### config.mk
export PLATFORM = sky130hd
export DESIGN_NAME = mem_exc_detect
export DESIGN_NICKNAME = d
export VERILOG_FILES = /design/src/rtl/mem_exc_pkg.sv /design/src/rtl/mem_exc_fetch_chk.sv /design/src/rtl/mem_exc_data_chk.sv /design/src/rtl/mem_exc_detect.sv
export SDC_FILE = /design/constraint.sdc
export NUM_CORES = 1
export LEC_CHECK = 0
export BUFFER_PORTS_ARGS = -buffer_cell sky130_fd_sc_hd__buf_2
export CAP_MARGIN = 15
export CELL_PAD_IN_SITES_DETAIL_PLACEMENT = 1
export CELL_PAD_IN_SITES_GLOBAL_PLACEMENT = 1
export CORE_MARGIN = 8
export CORE_UTILIZATION = 28
export CTS_CLUSTER_SIZE = 12
export DETAILED_ROUTE_END_ITERATION = 16
export GPL_TIMING_DRIVEN = 1
export PLACE_DENSITY_LB_ADDON = 0.1
export SYNTH_ARGS = -nofsm -noshare
export SYNTH_HDL_FRONTEND = slang
export SYNTH_SLANG_ARGS = --single-unit
export TNS_END_PERCENT = 30
### constraint.sdc
create_clock -name clk_i -period 0.8 [get_ports clk_i]
set_input_delay 0.08 -clock clk_i [delete_from_list [all_inputs] [get_ports clk_i]]
set_output_delay 0.08 -clock clk_i [all_outputs]
set_load 0.02 [all_outputs]
### src/rtl/mem_exc_pkg.sv
package mem_exc_pkg;

  typedef enum logic [4:0] {
    CAUSE_IF_MISAL = 5'd0,
    CAUSE_IF_FAULT = 5'd1,
    CAUSE_LD_MISAL = 5'd4,
    CAUSE_LD_FAULT = 5'd5,
    CAUSE_ST_MISAL = 5'd6,
    CAUSE_ST_FAULT = 5'd7
  } cause_e;

  localparam logic [1:0] RESP_OKAY   = 2'd0;
  localparam logic [1:0] RESP_EXOKAY = 2'd1;

  localparam logic [1:0] SZ_BYTE = 2'd0;
  localparam logic [1:0] SZ_HALF = 2'd1;

  localparam logic [1:0] TGT_PERIPH = 2'd0;
  localparam logic [1:0] TGT_CACHE  = 2'd1;

  // error = SLVERR or DECERR
  function automatic logic resp_err(input logic [1:0] r);
    return (r != RESP_OKAY) && (r != RESP_EXOKAY);
  endfunction

endpackage

### src/rtl/mem_exc_fetch_chk.sv
module mem_exc_fetch_chk
  import mem_exc_pkg::*;
#(
  parameter bit COMPRESSED = 1'b0,
  parameter bit CE_EXC     = 1'b0
) (
  input  logic       req_i,
  input  logic       addr_b1_i,
  input  logic       local_i,
  input  logic [1:0] rresp_i,
  input  logic       ue_i,
  input  logic       ce_i,
  output logic       exc_o,
  output logic [4:0] cause_o
);

  logic misal, ecc_err, fault;

  assign misal   = !COMPRESSED && addr_b1_i;
  assign ecc_err = ue_i || (CE_EXC && ce_i);
  assign fault   = local_i ? ecc_err : resp_err(rresp_i);

  assign exc_o   = req_i && (misal || fault);
  assign cause_o = misal ? CAUSE_IF_MISAL : CAUSE_IF_FAULT;

  always_comb begin
    if (exc_o && COMPRESSED)
      a_r2_no_fetch_misal : assert (cause_o != CAUSE_IF_MISAL);
  end

endmodule

### src/rtl/mem_exc_data_chk.sv
module mem_exc_data_chk
  import mem_exc_pkg::*;
#(
  parameter bit CE_EXC = 1'b0
) (
  input  logic       req_i,
  input  logic [1:0] addr_lo_i,
  input  logic [1:0] size_i,
  input  logic       write_i,
  input  logic       amo_i,
  input  logic       excl_i,
  input  logic [1:0] tgt_i,
  input  logic [1:0] rresp_i,
  input  logic [1:0] bresp_i,
  input  logic       ue_i,
  input  logic       ce_i,
  input  logic       pmp_fail_i,
  output logic       exc_o,
  output logic [4:0] cause_o
);

  logic misal, ecc_err, sub_word, ld_flt, st_flt, fault;

  // size[1] set = word
  always_comb begin
    if (size_i[1])            misal = addr_lo_i != 2'b00;
    else if (size_i == SZ_HALF) misal = addr_lo_i[0];
    else                      misal = 1'b0;
  end

  assign ecc_err  = ue_i || (CE_EXC && ce_i);
  assign sub_word = (size_i == SZ_BYTE) || (size_i == SZ_HALF);

  always_comb begin
    ld_flt = 1'b0;
    st_flt = 1'b0;
    if (tgt_i[1]) begin
      ld_flt = ecc_err;
      st_flt = ecc_err && sub_word;
    end else if (tgt_i == TGT_CACHE) begin
      ld_flt = excl_i && !amo_i && (rresp_i == RESP_OKAY);
      st_flt = excl_i && resp_err(bresp_i);
    end else begin
      ld_flt = resp_err(rresp_i) || ((rresp_i == RESP_OKAY) && (excl_i || amo_i));
      st_flt = resp_err(bresp_i);
    end
  end

  assign fault = write_i ? (st_flt || pmp_fail_i) : ld_flt;
  assign exc_o = req_i && (misal || fault);

  always_comb begin
    if (misal)        cause_o = (write_i || amo_i) ? CAUSE_ST_MISAL : CAUSE_LD_MISAL;
    else if (write_i) cause_o = CAUSE_ST_FAULT;
    else              cause_o = CAUSE_LD_FAULT;
  end

  // misaligned access never yields a fault code
  always_comb begin
    if (req_i && misal)
      a_r9_misal_first : assert (cause_o == CAUSE_LD_MISAL || cause_o == CAUSE_ST_MISAL);
  end

endmodule

### src/rtl/mem_exc_detect.sv
module mem_exc_detect
  import mem_exc_pkg::*;
#(
  parameter int ADDR_W     = 32,
  parameter bit COMPRESSED = 1'b0,
  parameter bit CE_EXC     = 1'b0
) (
  input  logic              clk_i,
  input  logic              rst_ni,
  input  logic              if_req_i,
  input  logic [ADDR_W-1:0] if_addr_i,
  input  logic              if_local_i,
  input  logic [1:0]        if_rresp_i,
  input  logic              if_ue_i,
  input  logic              if_ce_i,
  input  logic              d_req_i,
  input  logic [ADDR_W-1:0] d_addr_i,
  input  logic [1:0]        d_size_i,
  input  logic              d_write_i,
  input  logic              d_amo_i,
  input  logic              d_excl_i,
  input  logic [1:0]        d_tgt_i,
  input  logic [1:0]        d_rresp_i,
  input  logic [1:0]        d_bresp_i,
  input  logic              d_ue_i,
  input  logic              d_ce_i,
  input  logic              pmp_fail_i,
  output logic              exc_valid_o,
  output logic [4:0]        exc_cause_o,
  output logic [ADDR_W-1:0] exc_tval_o
);

  logic              f_exc, d_exc, nxt_valid;
  logic [4:0]        f_cause, d_cause, nxt_cause;
  logic [ADDR_W-1:0] nxt_tval;

  mem_exc_fetch_chk #(.COMPRESSED(COMPRESSED), .CE_EXC(CE_EXC)) u_fetch (
    .req_i     (if_req_i),
    .addr_b1_i (if_addr_i[1]),
    .local_i   (if_local_i),
    .rresp_i   (if_rresp_i),
    .ue_i      (if_ue_i),
    .ce_i      (if_ce_i),
    .exc_o     (f_exc),
    .cause_o   (f_cause)
  );

  mem_exc_data_chk #(.CE_EXC(CE_EXC)) u_data (
    .req_i      (d_req_i),
    .addr_lo_i  (d_addr_i[1:0]),
    .size_i     (d_size_i),
    .write_i    (d_write_i),
    .amo_i      (d_amo_i),
    .excl_i     (d_excl_i),
    .tgt_i      (d_tgt_i),
    .rresp_i    (d_rresp_i),
    .bresp_i    (d_bresp_i),
    .ue_i       (d_ue_i),
    .ce_i       (d_ce_i),
    .pmp_fail_i (pmp_fail_i),
    .exc_o      (d_exc),
    .cause_o    (d_cause)
  );

  // data access is the older instruction
  always_comb begin
    nxt_valid = d_exc || f_exc;
    nxt_cause = '0;
    nxt_tval  = '0;
    if (d_exc) begin
      nxt_cause = d_cause;
      nxt_tval  = d_addr_i;
    end else if (f_exc) begin
      nxt_cause = f_cause;
      nxt_tval  = if_addr_i;
    end
  end

  always_ff @(posedge clk_i or negedge rst_ni) begin
    if (!rst_ni) begin
      exc_valid_o <= 1'b0;
      exc_cause_o <= '0;
      exc_tval_o  <= '0;
    end else begin
      exc_valid_o <= nxt_valid;
      exc_cause_o <= nxt_cause;
      exc_tval_o  <= nxt_tval;
    end
  end

  a_r2_fetch_misal : assert property (@(posedge clk_i) disable iff (!rst_ni)
    (!COMPRESSED && if_req_i && if_addr_i[1] && !d_req_i)
    |=> (exc_valid_o && exc_cause_o == CAUSE_IF_MISAL));

  a_r4_word_ld_misal : assert property (@(posedge clk_i) disable iff (!rst_ni)
    (d_req_i && d_size_i[1] && d_addr_i[1:0] != 2'b00 && !d_write_i && !d_amo_i)
    |=> (exc_valid_o && exc_cause_o == CAUSE_LD_MISAL));

  a_r6_cache_ignored : assert property (@(posedge clk_i) disable iff (!rst_ni)
    (d_req_i && d_tgt_i == TGT_CACHE && !d_excl_i && !d_write_i &&
     d_size_i == SZ_BYTE && !if_req_i)
    |=> !exc_valid_o);

  a_r10_tval_data : assert property (@(posedge clk_i) disable iff (!rst_ni)
    (d_req_i && d_addr_i[0] && d_size_i != SZ_BYTE)
    |=> (exc_tval_o == $past(d_addr_i)));

  a_r11_idle_quiet : assert property (@(posedge clk_i) disable iff (!rst_ni)
    (!d_req_i && !if_req_i) |=> !exc_valid_o);

endmodule

======== Word level (Yosys, flattened, before mapping) ========
Index checks and enable logic that the tools add are counted.
operators by class
  add/sub/neg operators ................... 0
  multiply operators ...................... 0
  div/mod/pow operators ................... 0
  $lt $le $gt $ge ......................... 0
  equality and inequality tests ........... 5
  shifts and indexed selects .............. 0
  muxes and demuxes ....................... 16
  bitwise logic cells ..................... 0
  reductions and logical operators ........ 25
operators with widths
  cell                  count
  $mux W32              2
  $mux W5               3
  $logic_and A1 B1 Y1   10
  $mux W1               9
  $logic_or A1 B1 Y1    8
  $reduce_bool A2 Y1    4
  $ne A2 B1 Y1 const B  3
  $eq A2 B1 Y1 const B  2
  $logic_not A2 Y1      2
  $mux W2               2
  $logic_not A1 Y1      1
storage, ports and cells
  register bits after elaboration ......... 38
  latch bits .............................. 0
  memory bits (writable) .................. 0
  memory bits (read-only) ................. 0
  memories kept ........................... 0

======== Logic depth before layout (Yosys ltp) ========
Gate-level depths: netlist of the first run.
  depth after elaboration ................. 10
  depth in mapped cells ................... 7
  gate-level depth less buffers ........... 5

======== Modules after synthesis ========
A second synthesis of the first run with hierarchy kept.
second synthesis, totals
  cell total of the unflattened synthesis .. 117
  area total of the unflattened synthesis .. 1,550.2 um^2
modules (own cells, without submodules)
  module             instances  cells an instance  area an instance (um^2)
  mem_exc_detect     1          87                 1,361.3
  mem_exc_data_chk   1          22                 133.9
  mem_exc_fetch_chk  1          8                  55.1

======== Worst setup path after synthesis of the first run ========
OpenSTA, ideal clock, no wires.
  kind .................................... input -> register
  from .................................... input d_excl_i
  to ...................................... register exc_tval_o[24]
  library setup time ...................... 0.142 ns
  arrival time ............................ 1.274 ns
  required time ........................... 0.658 ns
  path slack .............................. -0.616 ns
  stages on the path ...................... 7
  path buffers ............................ 2
  cell sequence ........................... nor4b_1 or4_1 o32ai_2 o21a_1 buf_4 buf_6 o32ai_1
on the way
  word-level cells in the longest chain between the ends .. 9
  elaborated cells between the ends (all ways) .. 15
RTL lines
  what                    line                    text
  start: declaration      mem_exc_detect.sv:21    input logic d_excl_i,
  $logic_or A1 B1 Y1      mem_exc_data_chk.sv:44  ld_flt = resp_err(rresp_i) || ((rresp_i == RESP_OKAY) && (excl_i || amo_i));
  $logic_and A1 B1 Y1     mem_exc_data_chk.sv:44
  $logic_or A1 B1 Y1      mem_exc_data_chk.sv:44
  $mux W1                 mem_exc_data_chk.sv:40  end else if (tgt_i == TGT_CACHE) begin
  $mux W1                 mem_exc_data_chk.sv:37  if (tgt_i[1]) begin
  $mux W1 *               mem_exc_data_chk.sv:49  assign fault = write_i ? (st_flt || pmp_fail_i) : ld_flt;
  $logic_or A1 B1 Y1 *    mem_exc_data_chk.sv:50  assign exc_o = req_i && (misal || fault);
  $logic_and A1 B1 Y1 *   mem_exc_data_chk.sv:50
  $mux W32 *              mem_exc_detect.sv:70    if (d_exc) begin
  via nxt_tval[24]        mem_exc_detect.sv:35    logic [ADDR_W-1:0] nxt_tval;
  end signal: assignment  mem_exc_detect.sv:87    exc_tval_o <= nxt_tval;
  end: declaration        mem_exc_detect.sv:30    output logic [ADDR_W-1:0] exc_tval_o
Mark *: on every way through the listed nets, which the timed path passes. The rest lies on a longest branch.

======== Worst setup path in the final report of the first run ========
  from .................................... input d_excl_i
  to ...................................... register exc_tval_o[6]
Same word-level chain as after synthesis.

==> flow_summary.json, run 1 <==
{
  "grt_antenna_before_repair": 0,
  "required_ns": 0.97,
  "syn_inst": 179,
  "vias_per_cell": 4.87,
  "hold_depth": 3,
  "numCtsBuffers": 5,
  "whs_endpoint": "exc_tval_o[2]$_DFF_PN0_",
  "path_buf_inv": 2,
  "path_clk_slew_ns": 0.07,
  "synth_ff_type": "dfrtp_1",
  "sw_frac_of_total": 0.302,
  "grt_max_degree": 37,
  "p_comb_frac": 0.312,
  "drc": 0,
  "hold_ws_ns": 0.0390,
  "slowest_stage": "or4_4",
  "period_share": 1.62,
  "p_leak_nw": 1.58,
  "place.gp.congestion": 0.689,
  "avgSynthCellArea_um2": 9.76,
  "syn_to_final_growth_pct": 75.0,
  "die_h_um": 95.0,
  "ys_async_sr_fraction": 1.00,
  "crit_fanout": 9,
  "synth_cell_type_count": 26,
  "peakVddDrop_mv": 0.782,
  "dr.pass1.iters": 4,
  "grt_pass1_wl_mm": 10.7,
  "cap_violations": 0,
  "finalMaxSlewViolations": 0,
  "dr.first_iter.drc_count": 36,
  "failed_checks": "setup timing",
  "cts_sinks": 36,
  "vias": 1900,
  "finalSetupViolations": 72,
  "grt_setup_unrepaired": "yes",
  "seq_area_frac_synth": 0.516,
  "ys_ff_latch": 36,
  "max_stage_delay_ns": 0.49,
  "synthesis.area_mm2": 0.00175,
  "hold_path.class": "input pin to flip-flop",
  "pwr-share-clk": 0.302,
  "cts_tree": "yes",
  "rows": 28,
  "hold_viol": 0,
  "outcome": "finished, violations left",
  "worstHoldStart": "d_addr_i[2]",
  "crit_arrival_ns": 1.46,
  "crit_type": "input pin to flip-flop",
  "wl_per_cell_um": 18.2,
  "path_cells": "buf_6, nor4b_4, or4_4, o32ai_4, o21a_4, buf_12, o32ai_2",
  "die_x_um": 95.0,
  "hpwl_mm": 4.95,
  "cts-htree-levels": 2,
  "n_antenna_cell": 0,
  "fin_ws_ns": -0.498,
  "seqPwrFrac": 0.386,
  "n_fill_cell": 715,
  "crit_path_end_kind": "flip-flop",
  "power.switching_w": 0.00160,
  "critPathLaunchType": "input pin",
  "period_needed_ns": 1.30,
  "layout-drive-gt1-share": 0.571,
  "power.density_mw_per_mm2": 1730,
  "nNetsFinal": 401,
  "pin_count": 125,
  "max_freq_mhz": 770,
  "core-area_mm2": 0.00599,
  "critical_path.top_delay_family": "simple AND/OR/NAND/NOR gates",
  "placed_area_mm2": 0.00257,
  "start_util": 0.292,
  "gr-usage-all-layers": 0.154,
  "p_int_w": 0.00370,
  "grt_pass1_vias": 2120,
  "fin_area_mm2": 0.00306,
  "final_util": 0.510,
  "synth_warnings": 0,
  "ant_nets": 0,
  "cts-root-buf": "clkbuf_8",
  "finalWirelength_mm": 7.08,
  "synth_edf_count": 0,
  "portBuffers": 118,
  "grt_overflow_total": 0,
  "cts_buffer_depth": 2,
  "die_area_mm2": 0.00902
}
registers in the layout (all words and copies together) (netlist names):
signal and count:
exc_valid_o 1, exc_tval_o 32, exc_cause_o 3
logic make-up (layout without fill, tap and decap cells):
family | Yosys count | in the layout | synth area share
mux | 1 | 1 | 0.00645
flops | 36 | 36 | 0.516
other cells | 1 | 2 | 0.00215
simple gates | 45 | 45 | 0.136
compound gates | 42 | 42 | 0.203
buf+inv | 54 | 189 | 0.136
power by group through the flow:
stage	Sequential (W)	Combinational [W]	Clock, W
after floorplan	0.00230	0.000441	0
after global placement	0.00206	0.00133	0
after detailed placement	0.00207	0.00134	0
after CTS	0.00204	0.00160	0.00163
after global routing	0.00206	0.00177	0.00169
final	0.00204	0.00165	0.00160
layout make-up:
| cell class | instances | area (µm²) | area share |
|---|---|---|---|
| flip-flops and latches | 36 | 901 | 0.295 |
| repair buffers | 146 | 1010 | 0.332 |
| clock inverters | 2 | 35.0 | 0.0115 |
| inverters | 35 | 131 | 0.0430 |
| clock buffers | 6 | 72.6 | 0.0237 |
| well taps | 75 | 93.8 | 0.0307 |
| multi-input cells | 90 | 810 | 0.265 |
per-layer routing:
metal,part of all wire,vias to the layer above,track usage
met5,0,-,0
met2,0.51,72,0.262
li1,-,903,-
met3,0.082,6,0.0516
met4,0.0083,0,0.0390
met1,0.40,919,0.180
synthesized netlist by cell type (all sizes together), types with 2 or more instances:
library cell	n	share of area
o21a	3	0.013
nand3	32	0.092
dfrtp	36	0.52
inv	34	0.073
clkbuf	12	0.026
nor3	2	0.0086
o21ai	3	0.0086
nor2	3	0.0064
nor2b	3	0.011
o32ai	33	0.17
buf	7	0.035
stage by stage:
stage	setup WS (ns)	setup TNS, ns	total power [W]	cells
final	-0.498	-20.39	0.00529	390
after global routing	-0.531	-22.46	0.00552	390
after CTS	-0.465	-19.34	0.00527	388
after detailed placement	-0.855	-30.07	0.00341	375
after global placement	-0.813	-28.71	0.00339	375
after floorplan	-0.607	-20.86	0.00274	180
worst max-delay path by stage:
stage | startpoint | end | slack [ns] | cells after the start
after floorplan | d_excl_i | exc_tval_o[24]$_DFF_PN0_ | -0.61 | 7
after global placement | d_excl_i | exc_tval_o[20]$_DFF_PN0_ | -0.81 | 7
after detailed placement | d_excl_i | exc_tval_o[5]$_DFF_PN0_ | -0.86 | 7
after CTS | d_excl_i | exc_tval_o[15]$_DFF_PN0_ | -0.47 | 8
after global routing | d_excl_i | exc_tval_o[15]$_DFF_PN0_ | -0.53 | 8
final | d_excl_i | exc_tval_o[6]$_DFF_PN0_ | -0.50 | 7
cells in the final DEF, fill, tap and decap left out, drive strengths merged:
| master | netlist | final |
|---|---|---|
| inv | 34 | 34 |
| or4 | 1 | 1 |
| nor3 | 2 | 2 |
| dfrtp | 36 | 36 |
| o21a | 3 | 3 |
| nor2 | 3 | 3 |
| nor4b | 1 | 1 |
| clkinv | 1 | 2 |
| clkbuf | 12 | 7 |
| nand3 | 32 | 32 |
| or2 | 1 | 1 |
| buf | 7 | 144 |
| nand2b | 1 | 1 |
| o21bai | 1 | 1 |
| mux2 | 1 | 1 |
| a21o | 1 | 1 |
| nor2b | 3 | 3 |
| o21ai | 3 | 3 |
| conb | 1 | 2 |
| dlygate4sd3 | 0 | 1 |
| a31oi | 1 | 1 |
| nand2 | 1 | 1 |
| o32ai | 33 | 33 |
| bufinv | 0 | 1 |
timing repair:
item | in CTS | in global routing
setup endpoints to repair | 72 | 72
endpoints found under the hold margin | 36 | 0
gates cloned | 3 | 1
hold buffers | 1 | 0
resized for setup | 40 | 14
pin swaps | 12 | 1
buffers inserted | 1 | 1
(Power assumes the default switching activity.)
==> run 2, diff against run 1 <==
- SYNTH_HIERARCHICAL: not set -> 1
==> run 2 against run 1 <==
  * The flow still finishes with violations (setup timing)
  * First-iteration DRC count decreased by 2.8%
  * Utilization decreased by 3.4 points
  * Combinational power decreased by 22%
  * Worst setup slack improved by 0.041 ns
  * Sequential power increased by 5%
  * Global-route usage decreased by 2.7 points
  * Routed wire length decreased by 22%
  * Via count decreased by 24%
  * Critical path type unchanged
  * Critical endpoint is now exc_tval_o[29]$_DFF_PN0_
  * Largest power group unchanged
==> flow_summary.json, run 2 <==
{
  "gr-usage-all-layers": 0.127,
  "sw_frac_of_total": 0.282,
  "power.density_mw_per_mm2": 1840,
  "placed_area_mm2": 0.00231,
  "seq_area_frac_synth": 0.613,
  "ys_async_sr_fraction": 1.00,
  "layout.cells.non_filler": 326,
  "vias": 1446,
  "rows": 27,
  "path_clk_slew_ns": 0.07,
  "required_ns": 1.02,
  "crit_arrival_ns": 1.48,
  "yosysTopAreaCell": "dfrtp_1",
  "crit_type": "input pin to flip-flop",
  "nNetsFinal": 340,
  "max_freq_mhz": 795,
  "synth_warnings": 6,
  "portBuffers": 120,
  "n_fill_cell": 623,
  "wl_per_cell_um": 16.9,
  "hold_viol": 0,
  "grt_max_degree": 39,
  "pin_count": 125,
  "p_int_w": 0.00343,
  "die_area_mm2": 0.00817,
  "pwr-share-clk": 0.280,
  "finalWirelength_mm": 5.50,
  "synth_cell_type_count": 24,
  "synthesis.area_mm2": 0.00155,
  "path_buf_inv": 2,
  "syn_inst": 117,
  "grt_pass1_wl_mm": 8.32,
  "ys_ff_latch": 38,
  "largest_reg_flops": 32,
  "cts_sinks": 38,
  "synth_most_common_cell": "dfrtp_1",
  "synth_ff_type": "dfrtp_1",
  "dr.first_iter.drc_count": 35,
  "power_w": 0.00477,
  "p_leak_nw": 1.43,
  "failed_checks": "setup timing",
  "n_antenna_cell": 0,
  "hold_depth": 2,
  "place.gp.congestion": 0.702,
  "fin_ws_ns": -0.457,
  "critical_path.top_delay_family": "compound AO/OA/AOI/OAI gates",
  "final_common_cell": "buf_2",
  "cts_buffer_depth": 2,
  "syn_to_final_growth_pct": 67.2,
  "crit_path_end": "exc_tval_o[29]$_DFF_PN0_",
  "die_h_um": 90.4,
  "cts-htree-levels": 2,
  "ant_nets": 0,
  "cp_num_cells": 8,
  "finalMaxSlewViolations": 0,
  "dp_slack_ns": -0.733,
  "crit_path_end_kind": "flip-flop",
  "synth_commonest_cells": "dfrtp_1, a22o_1, buf_4",
  "layout-drive-gt1-share": 0.602,
  "hpwl_mm": 4.14,
  "placedCellCount": 311,
  "grt_setup_unrepaired": "yes",
  "numCtsBuffers": 5,
  "drc": 0,
  "crit_fanout": 8,
  "peakVddDrop_mv": 0.610,
  "dr.pass1.iters": 3,
  "grt_pass1_vias": 1633,
  "regMostFlops": "exc_tval_o",
  "cap_violations": 0,
  "period_needed_ns": 1.26,
  "slowest_stage": "a211o_1",
  "vias_per_cell": 4.44,
  "p_comb_frac": 0.271,
  "critPathLaunchType": "input pin",
  "grt_antenna_before_repair": 0,
  "synth_top_area_share": 0.613,
  "top_regs": "exc_tval_o: 32 flops, exc_cause_o: 5 flops, exc_valid_o: 1 flops",
  "avgSynthCellArea_um2": 13.2,
  "path_cells": "buf_2, nand2b_4, a211o_1, a31oi_4, a21boi_4, nor2b_4, clkbuf_16, a22o_1",
  "synth_edf_count": 0,
  "cts-root-buf": "clkbuf_8",
  "grt_overflow_total": 0,
  "start_util": 0.285,
  "cts_tree": "yes",
  "finalSetupViolations": 74,
  "outcome": "finished, violations left",
  "synthTopCellsByArea": "dfrtp_1, a22o_1, buf_4",
  "mostFrequentLayoutCells": "buf_2, dfrtp_1, a22o_1",
  "hold_path.class": "input pin to flip-flop",
  "seqPwrFrac": 0.449,
  "max_stage_delay_ns": 0.28,
  "fin_area_mm2": 0.00259,
  "period_share": 1.57,
  "power.switching_w": 0.00135,
  "startpoint": "d_excl_i",
  "finalSetupTns_ns": -18.20,
  "core-area_mm2": 0.00544,
  "die_x_um": 90.4
}
[run 2: cell count changes in the layout (fill, tap and decap cells not counted), sizes merged, moves of 3 or more]
cell   change
conb       +5
o32ai     -33
nand3     -32
buf        -7
o21a       -3
inv       -30
a22o      +36
[run 2: worst min-delay path by stage]
stage	start	end
floorplan	rst_ni	exc_cause_o[0]$_DFF_PN0_
global placement	rst_ni	exc_tval_o[15]$_DFF_PN0_
detailed placement	rst_ni	exc_tval_o[15]$_DFF_PN0_
CTS	if_addr_i[0]	exc_tval_o[0]$_DFF_PN0_
global route	if_addr_i[0]	exc_tval_o[0]$_DFF_PN0_
finish	if_addr_i[5]	exc_tval_o[5]$_DFF_PN0_
[run 2: power groups by stage]
stage                     Clock, W  Combinational (W)  Sequential [W]
after floorplan                  0           0.000367         0.00243
after global placement           0            0.00114         0.00217
after detailed placement         0            0.00116         0.00218
after CTS                  0.00139            0.00119         0.00214
after global routing       0.00145            0.00140         0.00216
final                      0.00134            0.00129         0.00214
[run 2: cells by family (layout without fill, tap and decap cells)]
logic type	Yosys count	in the layout	synth area share
other cells	3	7	0.00726
simple gates	10	10	0.0379
buf+inv	19	152	0.0872
compound gates	46	46	0.248
flops	38	38	0.613
mux	1	1	0.00646
[run 2: final cells by class]
type                       count  area, µm²  share of cell area
inverter                       4       15.0             0.00579
multi-input combinational     64        563               0.217
tap                           72       90.1              0.0348
timing repair buffer         140        881               0.340
clock buffer                   7       86.3              0.0333
sequential                    38        951               0.367
clock inverter                 1       5.00             0.00193
[run 2: layer usage]
layer	GRT usage	up-vias	wire length, µm	part of all wire
met1	0.130	692	2130	0.39
met3	0.0449	5	413	0.075
li1	-	687	-	-
met4	0.0583	0	81	0.015
met5	0	-	0	0
met2	0.225	62	2870	0.52
[run 2: stage by stage]
stage	hold slack (ns)	util
after CTS	0.000658	0.449
after global routing	0.000406	0.476
after global placement	0.0651	0.425
after detailed placement	0.0675	0.425
after floorplan	-0.216	-
final	0.00904	0.476
[run 2: what timing repair did]
| item | CTS | global route |
|---|---|---|
| pin swaps | 2 | 4 |
| endpoints found under the setup margin | 74 | 74 |
| setup buffers | 1 | 2 |
| resized for setup | 4 | 18 |
| endpoints found under the hold margin | 38 | 0 |
| hold buffers | 1 | 0 |
| gates cloned | 0 | 3 |
